`config.mk`:
```
export PLATFORM = sky130hd
export DESIGN_NAME = uart_irq_unit
export DESIGN_NICKNAME = d
export VERILOG_FILES = /design/src/rtl/uart_irq_pkg.sv /design/src/rtl/uart_irq_rxhold.sv /design/src/rtl/uart_irq_txhold.sv /design/src/rtl/uart_irq_pend.sv /design/src/rtl/uart_irq_unit.sv
export SDC_FILE = /design/constraint.sdc
export NUM_CORES = 1
export LEC_CHECK = 0
export BUFFER_PORTS_ARGS = -buffer_cell sky130_fd_sc_hd__buf_2
export CAP_MARGIN = 25
export CORE_ASPECT_RATIO = 2
export CORE_UTILIZATION = 48
export CTS_CLUSTER_DIAMETER = 100
export DETAILED_ROUTE_END_ITERATION = 7
export PLACE_DENSITY = 0.75
export SYNTH_ARGS = -nofsm -noshare
export SYNTH_HDL_FRONTEND = slang
export SYNTH_SLANG_ARGS = --single-unit
```
`constraint.sdc`:
```
create_clock -name clk -period 2.48 [get_ports clk]
set_clock_uncertainty 0.15 [all_clocks]
set_input_delay 0.372 -clock clk [delete_from_list [all_inputs] [get_ports clk]]
set_output_delay 0.372 -clock clk [all_outputs]
set_load 0.03 [all_outputs]
```
`src/rtl/uart_irq_pkg.sv`:
```
`timescale 1ns/1ps
package uart_irq_pkg;
  localparam int unsigned NIRQ   = 4;
  localparam int unsigned EN_LSB = 2;
  // interrupt and status bit positions (shared by status, pending and enables)
  localparam int unsigned IB_TX  = 0;
  localparam int unsigned IB_RX  = 1;
  localparam int unsigned IB_TXO = 2;
  localparam int unsigned IB_RXO = 3;

  typedef enum logic [1:0] {
    RA_DATA   = 2'd0,
    RA_STATUS = 2'd1,
    RA_CTRL   = 2'd2,
    RA_PEND   = 2'd3
  } reg_addr_e;
endpackage

```
`src/rtl/uart_irq_rxhold.sv`:
```
`timescale 1ns/1ps
module uart_irq_rxhold #(
  parameter int unsigned DATA_W = 8
) (
  input  logic              clk,
  input  logic              rst_n,
  input  logic              in_valid,
  input  logic [DATA_W-1:0] in_data,
  input  logic              pop,
  input  logic              ovr_clr,
  output logic [DATA_W-1:0] buf_q,
  output logic              full_q,
  output logic              full_d,
  output logic              ovr_q,
  output logic              ovr_d
);
  logic accept;
  logic ovr_set;

  always_comb begin
    accept  = in_valid && (!full_q || pop);
    ovr_set = in_valid && full_q && !pop;
    if (accept)   full_d = 1'b1;
    else if (pop) full_d = 1'b0;
    else          full_d = full_q;
    ovr_d = ovr_set | (ovr_q & ~ovr_clr);
  end

  always_ff @(posedge clk) begin
    if (!rst_n) begin
      buf_q  <= '0;
      full_q <= 1'b0;
      ovr_q  <= 1'b0;
    end else begin
      if (accept) buf_q <= in_data;
      full_q <= full_d;
      ovr_q  <= ovr_d;
    end
  end

  AST_RX_FULL_ON_BEAT: assert property (@(posedge clk) disable iff (!rst_n)
    in_valid |=> full_q);
  AST_RX_OVR_STICKY: assert property (@(posedge clk) disable iff (!rst_n)
    (ovr_q && !ovr_clr) |=> ovr_q);
  AST_RX_DROP_KEEPS_BYTE: assert property (@(posedge clk) disable iff (!rst_n)
    (in_valid && full_q && !pop) |=> $stable(buf_q));
endmodule

```
`src/rtl/uart_irq_txhold.sv`:
```
`timescale 1ns/1ps
module uart_irq_txhold #(
  parameter int unsigned DATA_W = 8
) (
  input  logic              clk,
  input  logic              rst_n,
  input  logic              push,
  input  logic [DATA_W-1:0] push_data,
  input  logic              ovr_clr,
  input  logic              out_ready,
  output logic              out_valid,
  output logic [DATA_W-1:0] out_data,
  output logic              done,
  output logic              full_q,
  output logic              ovr_q,
  output logic              ovr_d
);
  logic ovr_set;
  logic load;
  logic full_d;

  always_comb begin
    done    = full_q && out_ready;
    ovr_set = push && full_q && !done;
    load    = push && !ovr_set;
    if (load)      full_d = 1'b1;
    else if (done) full_d = 1'b0;
    else           full_d = full_q;
    ovr_d = ovr_set | (ovr_q & ~ovr_clr);
  end

  always_ff @(posedge clk) begin
    if (!rst_n) begin
      out_data <= '0;
      full_q   <= 1'b0;
      ovr_q    <= 1'b0;
    end else begin
      if (load) out_data <= push_data;
      full_q <= full_d;
      ovr_q  <= ovr_d;
    end
  end

  assign out_valid = full_q;

  AST_TX_HOLD: assert property (@(posedge clk) disable iff (!rst_n)
    (out_valid && !out_ready) |=> (out_valid && $stable(out_data)));
  AST_TX_OVR_STICKY: assert property (@(posedge clk) disable iff (!rst_n)
    (ovr_q && !ovr_clr) |=> ovr_q);
endmodule

```
`src/rtl/uart_irq_pend.sv`:
```
`timescale 1ns/1ps
module uart_irq_pend #(
  parameter int unsigned N = 4
) (
  input  logic         clk,
  input  logic         rst_n,
  input  logic [N-1:0] set_vec,
  input  logic         clr_we,
  input  logic [N-1:0] clr_mask,
  input  logic         en_we,
  input  logic [N-1:0] en_wdata,
  output logic [N-1:0] pend_q,
  output logic [N-1:0] en_q,
  output logic [N-1:0] irq_q,
  output logic         irq_any_q
);
  logic [N-1:0] pend_d;
  logic [N-1:0] en_d;
  logic [N-1:0] irq_d;

  assign en_d = en_we ? en_wdata : en_q;

  for (genvar g = 0; g < N; g++) begin : g_bit
    always_comb begin
      pend_d[g] = set_vec[g] | (pend_q[g] & ~(clr_we & clr_mask[g]));
      irq_d[g]  = pend_d[g] & en_d[g];
    end

    always_ff @(posedge clk) begin
      if (!rst_n) begin
        pend_q[g] <= 1'b0;
        irq_q[g]  <= 1'b0;
      end else begin
        pend_q[g] <= pend_d[g];
        irq_q[g]  <= irq_d[g];
      end
    end

    AST_SET_WINS: assert property (@(posedge clk) disable iff (!rst_n)
      set_vec[g] |=> pend_q[g]);
  end

  always_ff @(posedge clk) begin
    if (!rst_n) begin
      en_q      <= '0;
      irq_any_q <= 1'b0;
    end else begin
      en_q      <= en_d;
      irq_any_q <= |irq_d;
    end
  end

  AST_IRQ_MASKED: assert property (@(posedge clk) disable iff (!rst_n)
    irq_q == (pend_q & en_q));
  AST_IRQ_ANY: assert property (@(posedge clk) disable iff (!rst_n)
    irq_any_q == (irq_q != '0));
  AST_PEND_STICKY: assert property (@(posedge clk) disable iff (!rst_n)
    (pend_q != '0 && !clr_we) |=> ((pend_q & $past(pend_q)) == $past(pend_q)));
endmodule

```
`src/rtl/uart_irq_unit.sv`:
```
`timescale 1ns/1ps
module uart_irq_unit
  import uart_irq_pkg::*;
#(
  parameter int unsigned DATA_W = 8
) (
  input  logic              clk,
  input  logic              rst_n,
  input  logic              rx_valid,
  output logic              rx_ready,
  input  logic [DATA_W-1:0] rx_data,
  output logic              tx_valid,
  input  logic              tx_ready,
  output logic [DATA_W-1:0] tx_data,
  input  logic              reg_wr,
  input  logic              reg_rd,
  input  logic [1:0]        reg_addr,
  input  logic [DATA_W-1:0] reg_wdata,
  output logic [DATA_W-1:0] reg_rdata,
  output logic              irq_tx,
  output logic              irq_rx,
  output logic              irq_txovr,
  output logic              irq_rxovr,
  output logic              irq_any
);
  logic wr_data, wr_stat, wr_ctrl, wr_pend, rd_data;

  logic [DATA_W-1:0] rx_buf;
  logic rx_full_q, rx_full_d, rx_ovr_q, rx_ovr_d;
  logic tx_done, tx_full_q, tx_ovr_q, tx_ovr_d;

  logic [NIRQ-1:0] set_vec, pend_q, en_q, irq_q;

  always_comb begin
    wr_data = reg_wr && (reg_addr == RA_DATA);
    wr_stat = reg_wr && (reg_addr == RA_STATUS);
    wr_ctrl = reg_wr && (reg_addr == RA_CTRL);
    wr_pend = reg_wr && (reg_addr == RA_PEND);
    rd_data = reg_rd && (reg_addr == RA_DATA);
  end

  assign rx_ready = 1'b1;

  uart_irq_rxhold #(.DATA_W(DATA_W)) u_rx (
    .clk     (clk),
    .rst_n   (rst_n),
    .in_valid(rx_valid),
    .in_data (rx_data),
    .pop     (rd_data),
    .ovr_clr (wr_stat && reg_wdata[IB_RXO]),
    .buf_q   (rx_buf),
    .full_q  (rx_full_q),
    .full_d  (rx_full_d),
    .ovr_q   (rx_ovr_q),
    .ovr_d   (rx_ovr_d)
  );

  uart_irq_txhold #(.DATA_W(DATA_W)) u_tx (
    .clk      (clk),
    .rst_n    (rst_n),
    .push     (wr_data),
    .push_data(reg_wdata),
    .ovr_clr  (wr_stat && reg_wdata[IB_TXO]),
    .out_ready(tx_ready),
    .out_valid(tx_valid),
    .out_data (tx_data),
    .done     (tx_done),
    .full_q   (tx_full_q),
    .ovr_q    (tx_ovr_q),
    .ovr_d    (tx_ovr_d)
  );

  // live causes: overruns and receive full follow next status, transmit is an event
  always_comb begin
    set_vec         = '0;
    set_vec[IB_RXO] = rx_ovr_d;
    set_vec[IB_TXO] = tx_ovr_d;
    set_vec[IB_RX]  = rx_full_d;
    set_vec[IB_TX]  = tx_done;
  end

  uart_irq_pend #(.N(NIRQ)) u_pend (
    .clk      (clk),
    .rst_n    (rst_n),
    .set_vec  (set_vec),
    .clr_we   (wr_pend),
    .clr_mask (reg_wdata[NIRQ-1:0]),
    .en_we    (wr_ctrl),
    .en_wdata (reg_wdata[EN_LSB +: NIRQ]),
    .pend_q   (pend_q),
    .en_q     (en_q),
    .irq_q    (irq_q),
    .irq_any_q(irq_any)
  );

  assign irq_tx    = irq_q[IB_TX];
  assign irq_rx    = irq_q[IB_RX];
  assign irq_txovr = irq_q[IB_TXO];
  assign irq_rxovr = irq_q[IB_RXO];

  always_comb begin
    reg_rdata = '0;
    unique case (reg_addr)
      RA_DATA:   reg_rdata = rx_buf;
      RA_STATUS: begin
        reg_rdata[IB_RXO] = rx_ovr_q;
        reg_rdata[IB_TXO] = tx_ovr_q;
        reg_rdata[IB_RX]  = rx_full_q;
        reg_rdata[IB_TX]  = tx_full_q;
      end
      RA_CTRL:   reg_rdata[EN_LSB +: NIRQ] = en_q;
      default:   reg_rdata[NIRQ-1:0] = pend_q;
    endcase
  end

  AST_RX_PEND_WHILE_FULL: assert property (@(posedge clk) disable iff (!rst_n)
    rx_full_q |-> pend_q[IB_RX]);
  AST_OVR_PENDING: assert property (@(posedge clk) disable iff (!rst_n)
    (rx_ovr_q |-> pend_q[IB_RXO]) and (tx_ovr_q |-> pend_q[IB_TXO]));
  AST_TX_DONE_PEND: assert property (@(posedge clk) disable iff (!rst_n)
    tx_done |=> pend_q[IB_TX]);
endmodule

```
* Yosys cells after proc, flatten, opt, wreduce, memory -nomap -nowiden
Index checks and enable logic that the tools add are counted.
Word-level totals: output and inout bits 23, logic and storage cells 76, bits in registers 33, input bits 24
Cells by class: bitwise operators 26, muxes and demuxes 9, reductions and logical operators 22, equal/unequal tests 3
Operator list (number):
- $and 1x1->1 | 14
- $logic_and 1x1->1 | 14
- $pmux 2 s3 | 2
- $not 1->1 | 6
- $or 1x1->1 | 6
- $eq 2x2->1 const B | 2
- $logic_not 1->1 | 4
- $mux 1 | 4
- $mux 4 | 1
- $pmux 2 s2 | 1
- $reduce_or 4->1 | 1
- $eq 2x1->1 const B | 1
- $logic_not 2->1 | 1
- $mux 2 | 1
- $reduce_bool 2->1 | 1
- $logic_or 1x1->1 | 1

* Depth between registers and ports, before layout
Gate-level depths: netlist (run 1).
word-level depth 9, depth in mapped cells 6, mapped depth without buffers 4

* Modules after synthesis
From an unflattened synthesis (run 1), not the netlist that was laid out.
Second synthesis, totals: cells, all modules 159, area total of the unflattened synthesis 1544.0 sq um
By module, submodules not included:
- uart_irq_pend | sequential area each 260.2 sq um, area each 495.5 sq um, times used 1, cells an instance 43
- uart_irq_txhold | sequential area each 200.2 sq um, area each 427.9 sq um, times used 1, cells an instance 45
- uart_irq_rxhold | sequential area each 200.2 sq um, area each 414.1 sq um, times used 1, cells an instance 45
- uart_irq_unit | sequential area each 0.0 sq um, area each 206.4 sq um, times used 1, cells an instance 26

* Least setup slack after synthesis (run 1)
OpenSTA, ideal clock, no wires.
kind input to output, start point input reg_addr[0], end point output reg_rdata[0], path buffers 2, cell stages on the path 4, path slack 0.292 ns, data arrival time 1.666 ns, required time 1.958 ns, cells stage by stage buf_2 -> clkbuf_1 -> mux2i_1 -> o21ai_0
Between the ends: cells in the longest elaborated chain, start to end 2, elaborated cells between the ends (all ways) 4, those cells by class eq/ne: 2; mux: 1; reduce/logical: 1
Ends and longest elaborated chain:
- from (decl) | RTL line uart_irq_unit.sv:17 | input logic [1:0] reg_addr,
- $eq 2x2->1 (tied with other cells) | RTL line uart_irq_unit.sv:103 | unique case (reg_addr)
- $pmux 2 s3 * | RTL line uart_irq_unit.sv:103
- to (decl) | RTL line uart_irq_unit.sv:19 | output logic [DATA_W-1:0] reg_rdata,
Mark *: on every way between the ends. The rest lies on a longest branch, timed or not.

* Worst setup path after layout (run 1)
start point input reg_addr[0], end point output reg_rdata[2]
Same word-level chain as after synthesis.

==> summary.md, run 1 <==
| Metric | Value |
|---|---|
| Status | `complete, no violations` |
| Sequential element share of the synthesized area | `49.2%` |
| Leak pwr | `0.850 nW` |
| CTS hold repair buffers | `0` |
| Worst-Skew Late Latency | `0.28 ns` |
| Post-route minimum period | `1.97 ns` |
| Post-Syn Instances | `133` |
| Area Overhead vs Synth | `23.4%` |
| Sw Share | `25.4%` |
| DR pass1 iterations | `4` |
| Clk slew on worst S/H paths | `0.06 ns` |
| Max-cap violations | `0` |
| Die span in x | `39.4 µm` |
| RSZ-0062 raised after global routing | `no` |
| CTS resizes | `0` |
| Worst Path Max Fanout | `9` |
| Ratio of cells with drive above 1 in the final layout | `33.9%` |
| Max-slew headroom | `65.1%` |
| Reg area | `between 600 and 700 µm²` |
| # nets final | `201` |
| Setup Crit Path Kind | `in2out` |
| Starting density of the core | `51.6%` |
| Multi-input logic area | `623 µm²` |
| HP Class | `in2reg` |
| Root Driver | `clkbuf_8` |
| CTS buffer count | `5` |
| Power per Cell Area | `about 670 nW/µm²` |
| FMAX | `0.508 GHz` |
| #FFs+latches synth | `33` |
| Final Hold Fails | `0` |
| Placer congestion estimate | `0.894` |
| Die area | `between 3000 and 4000 µm²` |
| Post-synth top area share | `49.2%` |
| Period utilization | `79.4%` |
| Antenna diodes | `0` |
| Internal power | `834 µW` |
| CP startpoint kind | `primary input` |
| Design area | `~1700 µm²` |
| Worst Setup End Kind | `output port` |
| Vias in the first global route | `between 1000 and 1500` |
| Largest cells by area after synthesis | `dfxtp_1 (49%), mux2i_1 (18%), nor2_1 (8.1%)` |
| Worst-Margin Slew | `0.522 ns` |
| Htree depth | `2` |
| Required @ worst endpoint | `about 2.0 ns` |
| DRC | `0` |
| Placed Instance Area | `around 1600 µm²` |
| Syn Area/Cell | `between 10 and 15 µm²` |
| Fin Setup TNS | `0 ns` |
| Vias | `1106` |
| Post-DR wirelength/cell | `14.3 µm` |
| Sw power | `between 200 and 300 µW` |
| DPL Wire Length | `2190 µm` |
| Logic gate share of total power | `between 10% and 20%` |
| Clock power share | `35.9%` |
| Postcts setup bufs | `0` |
| Cell variety after synth | `29` |
| Setup violations, final | `0` |
| Starting DRT DRC Count | `46` |
| # rows | `26` |
| Fill cells | `236` |
| WP data arrival | `1.45 ns` |
| Fin. max-slew vios | `0` |
| Post-route ant nets | `0` |
| CTS tree | `yes` |
| Ys Warns | `0` |
| Number of port buffers | `45` |
| Grt ovf | `0` |
| Total track usage | `22.2%` |
| I/O pin count | `47` |
| Synth Cell Area | `between 1000 and 1500 µm²` |
| Final WL | `2930 µm` |
| Clk sinks | `33` |
| Vias per cell | `about 5.4` |
| Max clock buf depth | `2` |
| First-pass GRT wire length | `4640 µm` |
| Initial antenna violation count | `0` |
| Core area | `2600 µm²` |
| VDD IR max | `466 µV` |
| Die height | `approximately 77 µm` |
| Largest net degree at the start of global routing | `18` |
| Mapped Nets | `approximately 160` |
| Sequential power share | `50.7%` |
| Area leader, netlist | `dfxtp_1` |
registers in the layout (all words and copies together) (netlist names):
name / flops
u_tx.ovr_q: 1
u_pend.irq_any_q: 1
u_rx.full_q: 1
u_tx.full_q: 1
u_tx.out_data: 8
u_rx.ovr_q: 1
u_pend.en_q: 4
u_pend.pend_q: 4
u_pend.irq_q: 4
u_rx.buf_q: 8
kinds of logic after synthesis:
group	count (synthesis)	synth area share, %
buffers and inverters	12	4.38
AOI/OAI and AO/OA	13	7.64
muxes	26	21.2
DFF	33	49.2
other	1	0.279
and+or+nand+nor	48	17.2
stage by stage:
| step | cells | power [mW] | setup slack [ns] | utilization [%] | hold slack [ns] |
|---|---|---|---|---|---|
| after global placement | 198 | 0.723 | 0.278 | 60.3 | 0.314 |
| after detailed placement | 198 | 0.728 | 0.244 | 60.3 | 0.332 |
| final | 205 | 1.12 | 0.512 | 63.7 | 0.167 |
| after global routing | 205 | 1.16 | 0.465 | 63.7 | 0.169 |
| after CTS | 205 | 1.13 | 0.513 | 63.7 | 0.166 |
| after floorplan | 133 | 0.681 | 0.292 | - | 0.305 |
power by group through the flow:
stage	logic, mW	clock network (mW)	registers, mW
6_report	0.150	0.402	0.567
5_1_grt	0.162	0.434	0.569
4_1_cts	0.150	0.409	0.567
3_5_place_dp	0.149	0	0.578
3_3_place_gp	0.146	0	0.577
2_1_floorplan	0.0927	0	0.588
layout by cell type, fill, tap and decap left out, types with 3 or more instances in the layout:
cell type	synthesis	final
nor2_1	29	29
a21oi_1	4	4
mux2i_1	24	24
clkbuf_8	0	6
buf_4	1	3
dfxtp_1	33	33
buf_2	2	45
nand4_1	4	4
path summary, 6_finish.rpt:
path,startpoint,to,slack [ns],cells past startpoint
hold / removal,rx_data[3],u_rx.buf_q[3],0.17,3
setup / recovery,reg_addr[0],reg_rdata[2],0.51,4
setup reg to reg,u_tx.full_q,u_pend.irq_any_q,0.81,4
hold reg to reg,u_rx.buf_q[6],u_rx.buf_q[6],0.34,2
layer usage:
metal  up-vias  wire [µm]  part of all wire, %  global-route usage [%]
met1       520       1200                   41                    23.9
met5         -          0                    0                       0
li1        549          -                    -                       -
met3         5        136                  4.6                    7.80
met2        32       1530                   52                    36.8
met4         0         62                  2.1                    9.31
final cells by class:
type                    instances  share of cell area (%)
clock buffers                   7                    5.21
inverters                       1                   0.227
multi-input cells              88                    37.6
flip-flops and latches         33                    39.9
well taps                      28                    2.11
repair buffers                 48                    15.0
critical path, cell delays in order:
cell,delay [ns]
buf_2,0.18
buf_4,0.20
mux4_2,0.50
buf_2,0.19
cells in the mapped netlist, drive strengths merged:
cell type   n
a211oi      2
a21bo       1
a21oi       4
a221oi      1
a22oi       1
a32oi       2
and2        2
buf         5
clkbuf      6
conb        1
dfxtp      33
inv         1
mux2i      24
mux4        2
nand2       2
nand3       2
nand3b      2
nand4       4
nand4b      2
nor2       29
nor2b       1
nor3        2
o21ai       2
or3b        1
or4         1
Note: power is estimated with default switching activity, not from simulation.
==> run 2: changes to the inputs <==
--- a/config.mk
+++ b/config.mk
@@ -8,10 +8,10 @@
 export BUFFER_PORTS_ARGS = -buffer_cell sky130_fd_sc_hd__buf_2
 export CAP_MARGIN = 25
 export CORE_ASPECT_RATIO = 2
-export CORE_UTILIZATION = 48
+export CORE_UTILIZATION = 43
 export CTS_CLUSTER_DIAMETER = 100
 export DETAILED_ROUTE_END_ITERATION = 7
-export PLACE_DENSITY = 0.75
+export PLACE_DENSITY = 0.71
 export SYNTH_ARGS = -nofsm -noshare
 export SYNTH_HDL_FRONTEND = slang
 export SYNTH_SLANG_ARGS = --single-unit
==> constraint.sdc (replaced) <==
create_clock -name clk -period 1.6 [get_ports clk]
set_clock_uncertainty 0.15 [all_clocks]
set_input_delay 0.24 -clock clk [delete_from_list [all_inputs] [get_ports clk]]
set_output_delay 0.24 -clock clk [all_outputs]
set_load 0.03 [all_outputs]
==> summary.md, run 2 (synthesized netlist as in run 1, its figures left out) <==
| Metric | Value |
|---|---|
| WP data arrival | `1.23 ns (-0.22 ns)` |
| Commonest non-fill, non-tap cell in the layout | `buf_2` |
| Ratio of cells with drive above 1 in the final layout | `47.0% (+13 points)` |
| Die span in x | `41.5 µm (+5.4%)` |
| Final worst slack | `-0.0178 ns (-0.530 ns)` |
| Worst Path Max Fanout | `2 (-7)` |
| Largest net degree at the start of global routing | `16 (-2)` |
| Max clock buf depth | `2 (unchanged)` |
| Internal power | `1.50 mW (+80%)` |
| DPL Wire Length | `2450 µm (+12%)` |
| Worst Setup End Kind | `output port` |
| Starting density of the core | `45.1% (-6.5 points)` |
| Crit path launch | `u_rx.buf_q[2]` |
| Total track usage | `20.6% (-1.6 points)` |
| Area Overhead vs Synth | `41.8%` |
| Root Driver | `clkbuf_8` |
| Total chip power | `1.96 mW (+75%)` |
| Starting DRT DRC Count | `21 (-54%)` |
| Final WL | `3220 µm (+9.9%)` |
| Post-DR wirelength/cell | `14.0 µm (-2.0%)` |
| Sw Share | `23.7% (-1.8 points)` |
| Regs by FF count | `u_rx.buf_q (8), u_tx.out_data (8)` |
| Status | `complete, but fails checks` |
| Post-route minimum period | `1.62 ns` |
| FMAX | `0.618 GHz` |
| # rows | `28 (+7.7%)` |
| Clk sinks | `33 (unchanged)` |
| Final Hold Fails | `0 (unchanged)` |
| Initial antenna violation count | `0 (unchanged)` |
| Htree depth | `2 (unchanged)` |
| R2R depth | `4 (unchanged)` |
| Crit path cell chain | `mux4_2 -> buf_6` |
| Fill cells | `257 (+8.9%)` |
| Sequential power share | `44.9% (-5.8 points)` |
| Logic gate share of total power | `14.4% (+1.0 points)` |
| Crit path capture | `reg_rdata[2]` |
| Power per Cell Area | `1030 nW/µm² (+53%)` |
| Die height | `81.0 µm (+5.5%)` |
| Fin util | `63.9% (+0.30 points)` |
| Antenna diodes | `0 (unchanged)` |
| Max-cap violations | `0 (unchanged)` |
| Number of port buffers | `45 (unchanged)` |
| Clk slew on worst S/H paths | `0.07 ns (about the same)` |
| DP Worst Slack | `-0.298 ns (-0.542 ns)` |
| Fin. max-slew vios | `0 (unchanged)` |
| Period utilization | `101%` |
| Failing checks | `negative setup slack` |
| Post-route ant nets | `0 (unchanged)` |
| Placer congestion estimate | `0.892 (-0.23%)` |
| Critical-path top delay cell | `mux4_2` |
| Fin Setup TNS | `-0.0395 ns (-0.0395 ns)` |
| CP startpoint kind | `flip-flop` |
| CP max stage delay | `0.46 ns (-0.04 ns)` |
| Worst flop-to-flop path endpoint | `u_pend.irq_any_q` |
| Vias in the first global route | `1172 (+13%)` |
| Placed cell count | `219 (+11%)` |
| Vias per cell | `5.21 (-3.5%)` |
| Setup violations, final | `3 (+3)` |
| # nets final | `223 (+11%)` |
| RSZ-0062 raised after global routing | `yes` |
| CTS hold repair buffers | `0 (unchanged)` |
| I/O pin count | `47 (unchanged)` |
| CTS tree | `yes` |
| Reg2Reg Setup Slack | `-0.01 ns (-0.82 ns)` |
| Sw power | `464 µW (+63%)` |
| Die area | `3360 µm² (+11%)` |
| Clock power share | `40.8% (+4.9 points)` |
| Core area | `2980 µm² (+14%)` |
| Grt ovf | `0 (unchanged)` |
| Vias | `1198 (+8.3%)` |
| Commonest cells after routing, fill and taps aside | `buf_2 (41), nor2_1 (29), dfxtp_1 (26), mux2i_1 (24), buf_4 (24)` |
| Worst r2r src | `u_tx.full_q` |
| HP Class | `in2reg` |
| CTS buffer count | `5 (unchanged)` |
| Required @ worst endpoint | `1.21 ns (-0.75 ns)` |
| DR pass1 iterations | `4 (unchanged)` |
| Non-Filler Instances | `230 (+12%)` |
| DRC | `0 (unchanged)` |
| VDD IR max | `964 µV (+110%)` |
| Worst-Skew Late Latency | `0.28 ns (about the same)` |
| Setup Crit Path Kind | `reg2out` |
| Leak pwr | `0.976 nW (+15%)` |
| First-pass GRT wire length | `5150 µm (+11%)` |
run 2: cell types whose count changed in the layout (fill, tap and decap cells not counted), moves of 2 or more:
cell     before  now
buf_2        45   41
buf_4         3   24
buf_6         0    4
dfxtp_1      33   26
dfxtp_2       0    7
o21ai_0       2    0
run 2: layout make-up:
class                      instances  area [µm²]  share of cell area [%]
multi-input combinational         88         639                    33.6
clock buffer                       7        86.3                    4.53
clock inverter                     1        30.0                    1.58
tap                               30        37.5                    1.97
timing repair buffer              70         438                    23.0
inverter                           1        3.75                   0.197
sequential                        33         669                    35.2
run 2: repair_timing:
action                     in CTS  in global routing
resized for setup              10                  7
setup endpoints to repair       4                  8
buffers inserted                3                  0
pin swaps                       1                  1
run 2: power groups by stage:
stage	combinational (mW)	clock, mW	sequential [mW]
after CTS	0.282	0.816	0.879
after global placement	0.261	0	0.895
after floorplan	0.154	0	0.912
after global routing	0.305	0.849	0.884
after detailed placement	0.268	0	0.897
final	0.281	0.799	0.881
run 2: worst min path at each step:
stage | slack [ns] | startpoint | cells past startpoint | to
global placement | 0.32 | u_rx.buf_q[6] | 2 | u_rx.buf_q[6]
detailed placement | 0.33 | rx_data[1] | 3 | u_rx.buf_q[1]
finish | 0.03 | reg_wdata[6] | 3 | u_tx.out_data[6]
CTS | 0.03 | rx_data[1] | 3 | u_rx.buf_q[1]
floorplan | 0.21 | rx_valid | 2 | u_rx.full_q
global route | 0.04 | rx_data[4] | 3 | u_rx.buf_q[4]
run 2: layer usage:
| layer | vias up | track usage [%] | routed length (µm) |
|---|---|---|---|
| met4 | 0 | 11.9 | 102 |
| met3 | 9 | 6.00 | 108 |
| li1 | 593 | - | - |
| met5 | - | 0 | 0 |
| met1 | 563 | 20.0 | 1160 |
| met2 | 33 | 37.7 | 1850 |
run 2: stage by stage:
stage               area, µm²  hold slack [ns]
global route             1900           0.0435
CTS                      1890           0.0328
finish                   1900           0.0337
floorplan                1370            0.207
detailed placement       1720            0.330
global placement         1720            0.319
run 2: worst max-delay path: cells and delay by family (launching register included):
family                 cells  cell delay [ns]
muxes                      1             0.46
DFF                        1             0.33
buffers and inverters      1             0.16
